--- config.mk ---
export PLATFORM = sky130hd
export DESIGN_NAME = cmdcrc_unit
export DESIGN_NICKNAME = d
export VERILOG_FILES = /design/src/rtl/cmdcrc_pkg.sv /design/src/rtl/cmdcrc_core.sv /design/src/rtl/cmdcrc_seq.sv /design/src/rtl/cmdcrc_pack.sv /design/src/rtl/cmdcrc_unit.sv
export SDC_FILE = /design/constraint.sdc
export NUM_CORES = 1
export LEC_CHECK = 0
export CORE_MARGIN = 2
export CORE_UTILIZATION = 61
export CTS_BUF_LIST = sky130_fd_sc_hd__clkbuf_8
export DETAILED_ROUTE_END_ITERATION = 12
export PLACE_DENSITY_LB_ADDON = 0.05
export SLEW_MARGIN = 5
export SYNTH_ARGS = -nofsm -noshare
export SYNTH_HDL_FRONTEND = slang
export SYNTH_HIERARCHICAL = 1
export SYNTH_SLANG_ARGS = --single-unit
--- constraint.sdc ---
create_clock -name clk -period 5.9 [get_ports clk]
set_clock_uncertainty 0.1 [all_clocks]
set_input_delay 0.885 -clock clk [delete_from_list [all_inputs] [get_ports clk]]
set_output_delay 0.885 -clock clk [all_outputs]
set_load 0.01 [all_outputs]
--- src/rtl/cmdcrc_pkg.sv ---
package cmdcrc_pkg;

   typedef enum logic [1:0] {
      SZ_SMALL = 2'b00,
      SZ_MID   = 2'b01,
      SZ_LARGE = 2'b10,
      SZ_ALT   = 2'b11
   } size_class_e;

   function automatic int unsigned class_width(input size_class_e c,
                                               input int unsigned ws,
                                               input int unsigned wm,
                                               input int unsigned wl);
      case (c)
         SZ_SMALL: return ws;
         SZ_MID:   return wm;
         default:  return wl;
      endcase
   endfunction

endpackage

--- src/rtl/cmdcrc_core.sv ---
module cmdcrc_core #(
   parameter int               CRC_W     = 4,
   parameter logic [CRC_W-1:0] POLY      = 4'hC,
   parameter logic [CRC_W-1:0] SEED      = 4'h5,
   parameter bit               LSB_FIRST = 1'b1
) (
   input  logic             clk,
   input  logic             rst_n,
   input  logic             load,
   input  logic             en,
   input  logic             din,
   output logic [CRC_W-1:0] crc
);
   logic [CRC_W-1:0] nxt;

   generate
      if (LSB_FIRST) begin : g_reflected
         always_comb begin
            nxt = crc >> 1;
            if (crc[0] ^ din) nxt = nxt ^ POLY;
         end
      end else begin : g_normal
         always_comb begin
            nxt = crc << 1;
            if (crc[CRC_W-1] ^ din) nxt = nxt ^ POLY;
         end
      end
   endgenerate

   always_ff @(posedge clk) begin
      if (!rst_n)    crc <= SEED;
      else if (load) crc <= SEED;
      else if (en)   crc <= nxt;
   end
endmodule

--- src/rtl/cmdcrc_seq.sv ---
module cmdcrc_seq #(
   parameter int STREAM_W = 19,
   parameter int CNT_W    = 5
) (
   input  logic                clk,
   input  logic                rst_n,
   input  logic                start,
   input  logic [STREAM_W-1:0] stream_in,
   input  logic [CNT_W-1:0]    nbits,
   output logic                accept,
   output logic                bit_out,
   output logic                shift_en,
   output logic                busy,
   output logic                done
);
   logic [STREAM_W-1:0] sh;
   logic [CNT_W-1:0]    cnt;

   assign accept   = start && !busy;
   assign shift_en = busy;
   assign bit_out  = sh[0];

   always_ff @(posedge clk) begin
      if (!rst_n) begin
         sh   <= '0;
         cnt  <= '0;
         busy <= 1'b0;
         done <= 1'b0;
      end else begin
         done <= busy && (cnt == CNT_W'(1));
         if (accept) begin
            sh   <= stream_in;
            cnt  <= nbits;
            busy <= (nbits != '0);
         end else if (busy) begin
            sh  <= sh >> 1;
            cnt <= cnt - CNT_W'(1);
            if (cnt == CNT_W'(1)) busy <= 1'b0;
         end
      end
   end

   a_r5_done_pulse: assert property (@(posedge clk) disable iff (!rst_n)
      done |=> !done);
   a_r7_accept_only_idle: assert property (@(posedge clk) disable iff (!rst_n)
      $rose(busy) |-> $past(start));
endmodule

--- src/rtl/cmdcrc_pack.sv ---
module cmdcrc_pack #(
   parameter int CRC_W      = 4,
   parameter int ADDR_W     = 10,
   parameter int DATA_W     = 8,
   parameter int AWW        = 4,
   parameter int WORD_W     = 23,
   parameter int REFUSE_MAX = 4
) (
   input  logic              valid,
   input  logic              cmd_bit,
   input  logic [ADDR_W-1:0] addr_m,
   input  logic [AWW-1:0]    aw,
   input  logic [DATA_W-1:0] data_b,
   input  logic [CRC_W-1:0]  crc,
   output logic              wr_ok,
   output logic [WORD_W-1:0] wr_word
);
   logic [WORD_W-1:0] raw;

   always_comb begin
      raw = (WORD_W'(crc) << (WORD_W'(aw) + WORD_W'(DATA_W + 1)))
          | (WORD_W'(data_b) << (WORD_W'(aw) + WORD_W'(1)))
          | (WORD_W'(addr_m) << 1)
          | WORD_W'(cmd_bit);
      wr_ok   = valid && !cmd_bit && (addr_m > ADDR_W'(REFUSE_MAX));
      wr_word = wr_ok ? raw : '0;
   end
endmodule

--- src/rtl/cmdcrc_unit.sv ---
module cmdcrc_unit
   import cmdcrc_pkg::*;
#(
   parameter int               CRC_W      = 4,
   parameter logic [CRC_W-1:0] POLY       = 4'hC,
   parameter logic [CRC_W-1:0] SEED       = 4'h5,
   parameter bit               LSB_FIRST  = 1'b1,
   parameter int               DATA_W     = 8,
   parameter int               AW_S       = 5,
   parameter int               AW_M       = 8,
   parameter int               AW_L       = 10,
   parameter int               REFUSE_MAX = 4,
   localparam int ADDR_W   = AW_L,
   localparam int STREAM_W = 1 + AW_L + DATA_W,
   localparam int WORD_W   = STREAM_W + CRC_W,
   localparam int CNT_W    = $clog2(STREAM_W + 1),
   localparam int AWW      = $clog2(AW_L + 1),
   localparam int LEN_W    = $clog2(WORD_W + 1)
) (
   input  logic              clk,
   input  logic              rst_n,
   input  logic              start,
   input  logic              cmd,
   input  logic [ADDR_W-1:0] addr,
   input  logic [1:0]        size_sel,
   input  logic [DATA_W-1:0] data,
   input  logic [CRC_W-1:0]  rx_crc,
   output logic [CRC_W-1:0]  crc_out,
   output logic              match,
   output logic              done,
   output logic              wr_ok,
   output logic [WORD_W-1:0] wr_word,
   output logic [LEN_W-1:0]  wr_len
);
   generate
      if (!(AW_S > 0 && AW_S <= AW_M && AW_M <= AW_L))
         $error("address widths must be ordered and non-zero");
      if (CRC_W < 2 || DATA_W < 1)
         $error("checksum or data width too small");
   endgenerate

   logic [AWW-1:0]      aw_in, aw_q;
   logic [ADDR_W-1:0]   addr_mask, addr_q;
   logic [STREAM_W-1:0] stream;
   logic [CNT_W-1:0]    nbits;
   logic                cmd_q, accept, bit_s, shift_en, busy;
   logic [DATA_W-1:0]   data_q;
   logic [CRC_W-1:0]    rx_q;

   always_comb begin
      aw_in     = AWW'(class_width(size_class_e'(size_sel), AW_S, AW_M, AW_L));
      addr_mask = ~({ADDR_W{1'b1}} << aw_in);
      stream    = (STREAM_W'(data) << (STREAM_W'(aw_in) + STREAM_W'(1)))
                | (STREAM_W'(addr & addr_mask) << 1)
                | STREAM_W'(cmd);
      nbits     = CNT_W'(aw_in) + CNT_W'(DATA_W + 1);
   end

   always_ff @(posedge clk) begin
      if (!rst_n) begin
         cmd_q  <= 1'b1;
         addr_q <= '0;
         data_q <= '0;
         rx_q   <= '0;
         aw_q   <= AWW'(AW_S);
      end else if (accept) begin
         cmd_q  <= cmd;
         addr_q <= addr & addr_mask;
         data_q <= data;
         rx_q   <= rx_crc;
         aw_q   <= aw_in;
      end
   end

   cmdcrc_seq #(.STREAM_W(STREAM_W), .CNT_W(CNT_W)) u_seq (
      .clk(clk), .rst_n(rst_n), .start(start), .stream_in(stream), .nbits(nbits),
      .accept(accept), .bit_out(bit_s), .shift_en(shift_en), .busy(busy), .done(done)
   );

   cmdcrc_core #(.CRC_W(CRC_W), .POLY(POLY), .SEED(SEED), .LSB_FIRST(LSB_FIRST)) u_core (
      .clk(clk), .rst_n(rst_n), .load(accept), .en(shift_en), .din(bit_s), .crc(crc_out)
   );

   cmdcrc_pack #(.CRC_W(CRC_W), .ADDR_W(ADDR_W), .DATA_W(DATA_W), .AWW(AWW),
                 .WORD_W(WORD_W), .REFUSE_MAX(REFUSE_MAX)) u_pack (
      .valid(!busy), .cmd_bit(cmd_q), .addr_m(addr_q), .aw(aw_q), .data_b(data_q),
      .crc(crc_out), .wr_ok(wr_ok), .wr_word(wr_word)
   );

   assign match  = !busy && (crc_out == rx_q);
   assign wr_len = LEN_W'(aw_q) + LEN_W'(DATA_W + CRC_W + 1);

   logic [WORD_W-1:0] top_field;
   assign top_field = wr_word >> (wr_len - LEN_W'(CRC_W));

   a_r5_hold: assert property (@(posedge clk) disable iff (!rst_n)
      (!busy && !start) |=> $stable(crc_out));
   a_r6_no_match_busy: assert property (@(posedge clk) disable iff (!rst_n)
      busy |-> !match);
   a_r8_word_crc_top: assert property (@(posedge clk) disable iff (!rst_n)
      wr_ok |-> (top_field[CRC_W-1:0] == crc_out));
   a_r9_refused_zero: assert property (@(posedge clk) disable iff (!rst_n)
      (done && !wr_ok) |-> (wr_word == '0));
endmodule

==> results of run 1 <==
## registers in the layout (all words and copies together) (netlist names)
signal,cells
u_seq/done,1
u_seq/cnt,5
addr_q,10
u_seq/busy,1
rx_q,4
data_q,8
u_seq/sh,19
u_core/crc,4
cmd_q,1
aw_q,3
## kinds of logic (layout without fill, tap and decap cells)
logic type / Yosys count / in the layout / synth area share (%)
buffers and inverters: 65 / 92 / 8.11
AND/OR/NAND/NOR: 198 / 198 / 23.9
AO/OA/AOI/OAI: 119 / 119 / 18.8
XOR/XNOR: 9 / 9 / 3.09
flip-flops: 56 / 56 / 26.3
multiplexers: 72 / 72 / 18.2
adder cells (fa/ha/maj): 5 / 5 / 1.47
## how the worst max path moves through the flow
stage          slack, ps    endpoint  cells past startpoint
2_1_floorplan       3080  wr_word[8]                      7
3_3_place_gp        1820  wr_word[7]                      7
3_5_place_dp        1740  wr_word[7]                      7
4_1_cts             1390  wr_word[7]                      7
5_1_grt             1120  wr_word[7]                      7
6_report            1350  wr_word[7]                      7
## cells in the mapped netlist (all sizes together) (7+ instances only)
| cell | instances |
|---|---|
| buf | 32 |
| nor2b | 25 |
| nand3 | 17 |
| nor2 | 28 |
| mux2 | 16 |
| inv | 17 |
| dfxtp | 56 |
| nand2b | 14 |
| a21boi | 10 |
| nor3 | 14 |
| and2 | 22 |
| a31oi | 10 |
| mux2i | 55 |
| a221oi | 8 |
| a21oi | 7 |
| clkbuf | 16 |
| nand2 | 53 |
| o21ai | 48 |
## power groups by stage
| stage | clock [mW] | combinational [mW] | sequential, mW |
|---|---|---|---|
| 3_3_place_gp | 0 | 0.370 | 0.451 |
| 6_report | 0.219 | 0.384 | 0.445 |
| 5_1_grt | 0.235 | 0.419 | 0.450 |
| 4_1_cts | 0.224 | 0.380 | 0.445 |
| 3_5_place_dp | 0 | 0.378 | 0.454 |
| 2_1_floorplan | 0 | 0.296 | 0.439 |
## layer usage
layer	wire length [um]	vias to the layer above	global-route usage [%]
li1	-	1903	-
met1	4890	1816	38.4
met2	5560	127	51.0
met3	424	26	3.20
met4	296	0	9.79
met5	0	-	0
## worst max-delay path, stage by stage (launching register included)
cell and delay, ps:
dfxtp_1 450, ha_1 980, mux2_2 450, mux2i_1 310, mux2i_1 150, a221oi_1 320
nor2_1 70, clkdlybuf4s50_1 520
## layout make-up
| cell class | count | area [um2] |
|---|---|---|
| tap | 80 | 100 |
| sequential | 56 | 1120 |
| timing repair buffer | 67 | 658 |
| fill | 552 | 1930 |
| clock inverter | 2 | 11.3 |
| multi-input combinational | 403 | 2790 |
| inverter | 17 | 63.8 |
| clock buffer | 6 | 82.6 |
==> results.ini, run 1 <==
[worst_setup_path]
worstPathArrival_ps=3560
worstPathRequired_ps=4910
reg2reg_to=addr_q[8]
critPathLaunch=aw_q[1]
r2r_slack_ps=3650
cp-end-kind=output pin
worst_setup_path_start_kind=flop
ff2ff_path_depth=6
cp_max_fo=31
worstSetupPathType=reg2out
r2r-start=u_seq/busy

[timing]
fin_crit_sh_pct=77.1
fmaxAchievable_mhz=220
report.final.setup_viol=0
tns_ps=0
period_needed_ps=4550
finalHoldViolCount=0
rsz0062_at_grt=no
slew_violations=0
whs_ps=382
max_slew.worst_pin.slew_ps=951
slew_headroom_pct=36.6
setup_ws_ps=1350

[clocking]
cts-buffers-inserted=5
worstSkewPairLatency_ps=310
path_clk_slew_ps=100
cts_tree=done
clockBufferDepth=2
clock-root-buffer=clkbuf_8
cts_setup_buffers=0
hold_buffers=0
htreeDepth=2
cts_resized=0
clock-sinks=56

[logic_synthesis]
synth_area_leader_cell=dfxtp_1
synth.top_cell.area_share_pct=26.3
syn_inst=524
synth-seq-cells=56
synth-edff-count=0
synth_area_leaders=dfxtp_1, mux2i_1, o21ai_0
syn_area_per_cell_um2=8.13
synthFlopType=dfxtp_1
ys_warn_count=6
synthArstFlopShare_pct=0
syn-cell-area_mm2=0.00426
synth_nets=557
synth_seq_area_share_pct=26.3
ys_types=68

[grt]
grt_pass1_vias=3616
gr-usage-all-layers_pct=29.5
antenna_found_initial=0
grt_pass1_wl_mm=18.0
grt_max_degree=57
grt_overflow=0

[floorplan]
die_area_mm2=0.00766
start_util_pct=63.0
die_w_um=87.5
ioPinCount=63
row_count=30
coreArea_mm2=0.00676
die_h_um=87.5

[route]
ant_nets=0
num_vias=3872
wl_per_cell_um=17.7
drc=0
dr.first_iter.drc_count=263
vias_per_cell=6.14
drt-total-wl_mm=11.2
dr.pass1.iters=5

[hold_path]
holdPathEnd=cmd_q
min_from=cmd_q
min_path_type=reg2reg
holdPathStages=2

[finish]
mostFrequentLayoutCells=clkdlybuf4s50_1, mux2i_1, dfxtp_1
layout_commonest_cell=clkdlybuf4s50_1
postLayoutCellArea_mm2=0.00483
stdcell_count=631
final_nets=583
n_antenna_cell=0
area_growth_pct=13.4
drive_above_1_share_pct=7.62
postLayoutCoreUtil_pct=71.5

[power]
power.internal_uw=673
p_sw_share_pct=35.8
p_leak_nw=1.87
power_frac_clock_pct=20.9
p_sw_uw=375
vdd_drop_max_v=0.000158
power.share.sequential_pct=42.5
power_density_mw_per_mm2=217
p_total_mw=1.05
combinationalPowerShare_pct=36.6

[place]
dp.cells=623
hpwl_mm=8.18
gp_congestion=0.967
port_buffers=62
placed_area_mm2=0.00474
pre_cts_ws_ps=1740

[flow_run]
drv_cap=0

[status]
status=finished clean

No activity file was read; power rests on OpenSTA's default activity.
==> run 2, diff against run 1 <==
CORE_UTILIZATION = 57   (was 61)
clock period = 4.7 ns   (was 5.9 ns; I/O delays follow)
==> results.ini, run 2 (synthesized netlist as in run 1, its figures left out) <==
[timing]
rsz0062_at_grt=no
setup_ws_ps=391
finalHoldViolCount=0
max_slew.worst_pin.slew_ps=866
report.final.setup_viol=0
period_needed_ps=4310
slew_violations=0
fin_crit_sh_pct=91.7
tns_ps=0
slew_headroom_pct=42.1
fmaxAchievable_mhz=232

[clocking]
htreeDepth=2
clock-sinks=56
clock-root-buffer=clkbuf_8
clockBufferDepth=2
hold_buffers=0
path_clk_slew_ps=100
cts_setup_buffers=0
worstSkewPairLatency_ps=310
cts_resized=0
cts_tree=done
cts-buffers-inserted=5

[place]
pre_cts_ws_ps=770
port_buffers=62
gp_congestion=0.966
hpwl_mm=8.40

[worst_setup_path]
critPathLaunch=aw_q[1]
path_cells=ha_1, buf_4, mux2_2, mux2i_1, o21ai_0, a221oi_1, nor2_1, clkdlybuf4s50_1
cpPeakStageDelay_ps=820
worst_setup_path_start_kind=flop
crit_family=buffers and inverters
r2r_slack_ps=2560
worstSetupPathType=reg2out
crit_buf_inv=2
r2r-start=u_seq/busy
cp-end-kind=output pin
critical_path.slowest_cell=ha_1
cp_max_fo=22
worstPathRequired_ps=3890
ff2ff_path_depth=6
worstPathArrival_ps=3500
reg2reg_to=u_core/crc[0]

[floorplan]
ioPinCount=63
coreArea_mm2=0.00725
die_w_um=90.4
row_count=31
die_area_mm2=0.00818
die_h_um=90.4
start_util_pct=58.7

[grt]
grt_overflow=0
grt_max_degree=57
antenna_found_initial=0
grt_pass1_wl_mm=18.2
gr-usage-all-layers_pct=27.4
grt_pass1_vias=3621

[finish]
drive_above_1_share_pct=7.97
area_growth_pct=14.3
largestRegisters=u_seq/sh (19), addr_q (10), data_q (8)
fillCellCount=636
mostFrequentLayoutCells=clkdlybuf4s50_1, mux2i_1, dfxtp_1
layout_commonest_cell=clkdlybuf4s50_1
n_antenna_cell=0
final_nets=584
top_register=u_seq/sh
largest_reg_flops=19

[route]
dr.pass1.iters=5
ant_nets=0
dr.first_iter.drc_count=181
vias_per_cell=6.02
wl_per_cell_um=17.3
drt-total-wl_mm=11.2
num_vias=3918
drc=0

[power]
vdd_drop_max_v=0.000153
power_density_mw_per_mm2=274
p_leak_nw=1.88

[flow_run]
drv_cap=0

[hold_path]
min_path_type=reg2reg
min_from=cmd_q
holdPathStages=2
holdPathEnd=cmd_q

[status]
status=finished clean

-- run 2: changes by cell type in the layout (fill, tap and decap cells not counted) --
cell        before  now
inv_1           18   17
inv_6            0    2
clkinvlp_4       1    0
buf_4            5    6
-- run 2: layout make-up --
cell class | instances | area (um2) | share of cell area (%)
multi-input cells | 403 | 2790 | 57.4
clock inverters | 2 | 17.5 | 0.360
clock buffers | 6 | 82.6 | 1.70
flip-flops and latches | 56 | 1120 | 23.1
well taps | 99 | 124 | 2.54
repair buffers | 68 | 666 | 13.7
inverters | 17 | 63.8 | 1.31
-- run 2: stage by stage --
stage / instances / total power, mW / util [%] / area (um2) / hold WS (ps)
after floorplan: 524 / 0.923 / - / 4260 / 332
after global placement: 643 / 1.04 / 65.7 / 4770 / 345
after detailed placement: 643 / 1.05 / 65.7 / 4770 / 350
after CTS: 651 / 1.34 / 67.1 / 4870 / 378
after global routing: 651 / 1.41 / 67.1 / 4870 / 411
final: 651 / 1.33 / 67.1 / 4870 / 379
-- run 2: worst max-delay path by stage --
| stage | end | depth (start not counted) |
|---|---|---|
| 6_report | wr_word[4] | 8 |
| 3_5_place_dp | wr_word[7] | 7 |
| 4_1_cts | wr_word[7] | 7 |
| 5_1_grt | wr_word[7] | 7 |
| 2_1_floorplan | wr_word[8] | 7 |
| 3_3_place_gp | wr_word[4] | 8 |
-- run 2: per-layer routing --
metal  wire, um  GRT usage (%)
met2       5400           46.7
met5          0              0
met4        448           12.2
met1       4760           34.9
met3        629           2.92
-- run 2: tightest hold or removal path, cell delays in order (launching register included) --
cell	delay, ps
dfxtp_1	340
mux2i_1	60
nand2_1	60
-- run 2: power breakdown --
group | switching (mW) | leakage (nW) | internal [mW]
combinational | 0.271 | 1.37 | 0.214
clock | 0.166 | 0.0522 | 0.124
sequential | 0.0453 | 0.460 | 0.514
total | 0.483 | 1.88 | 0.852
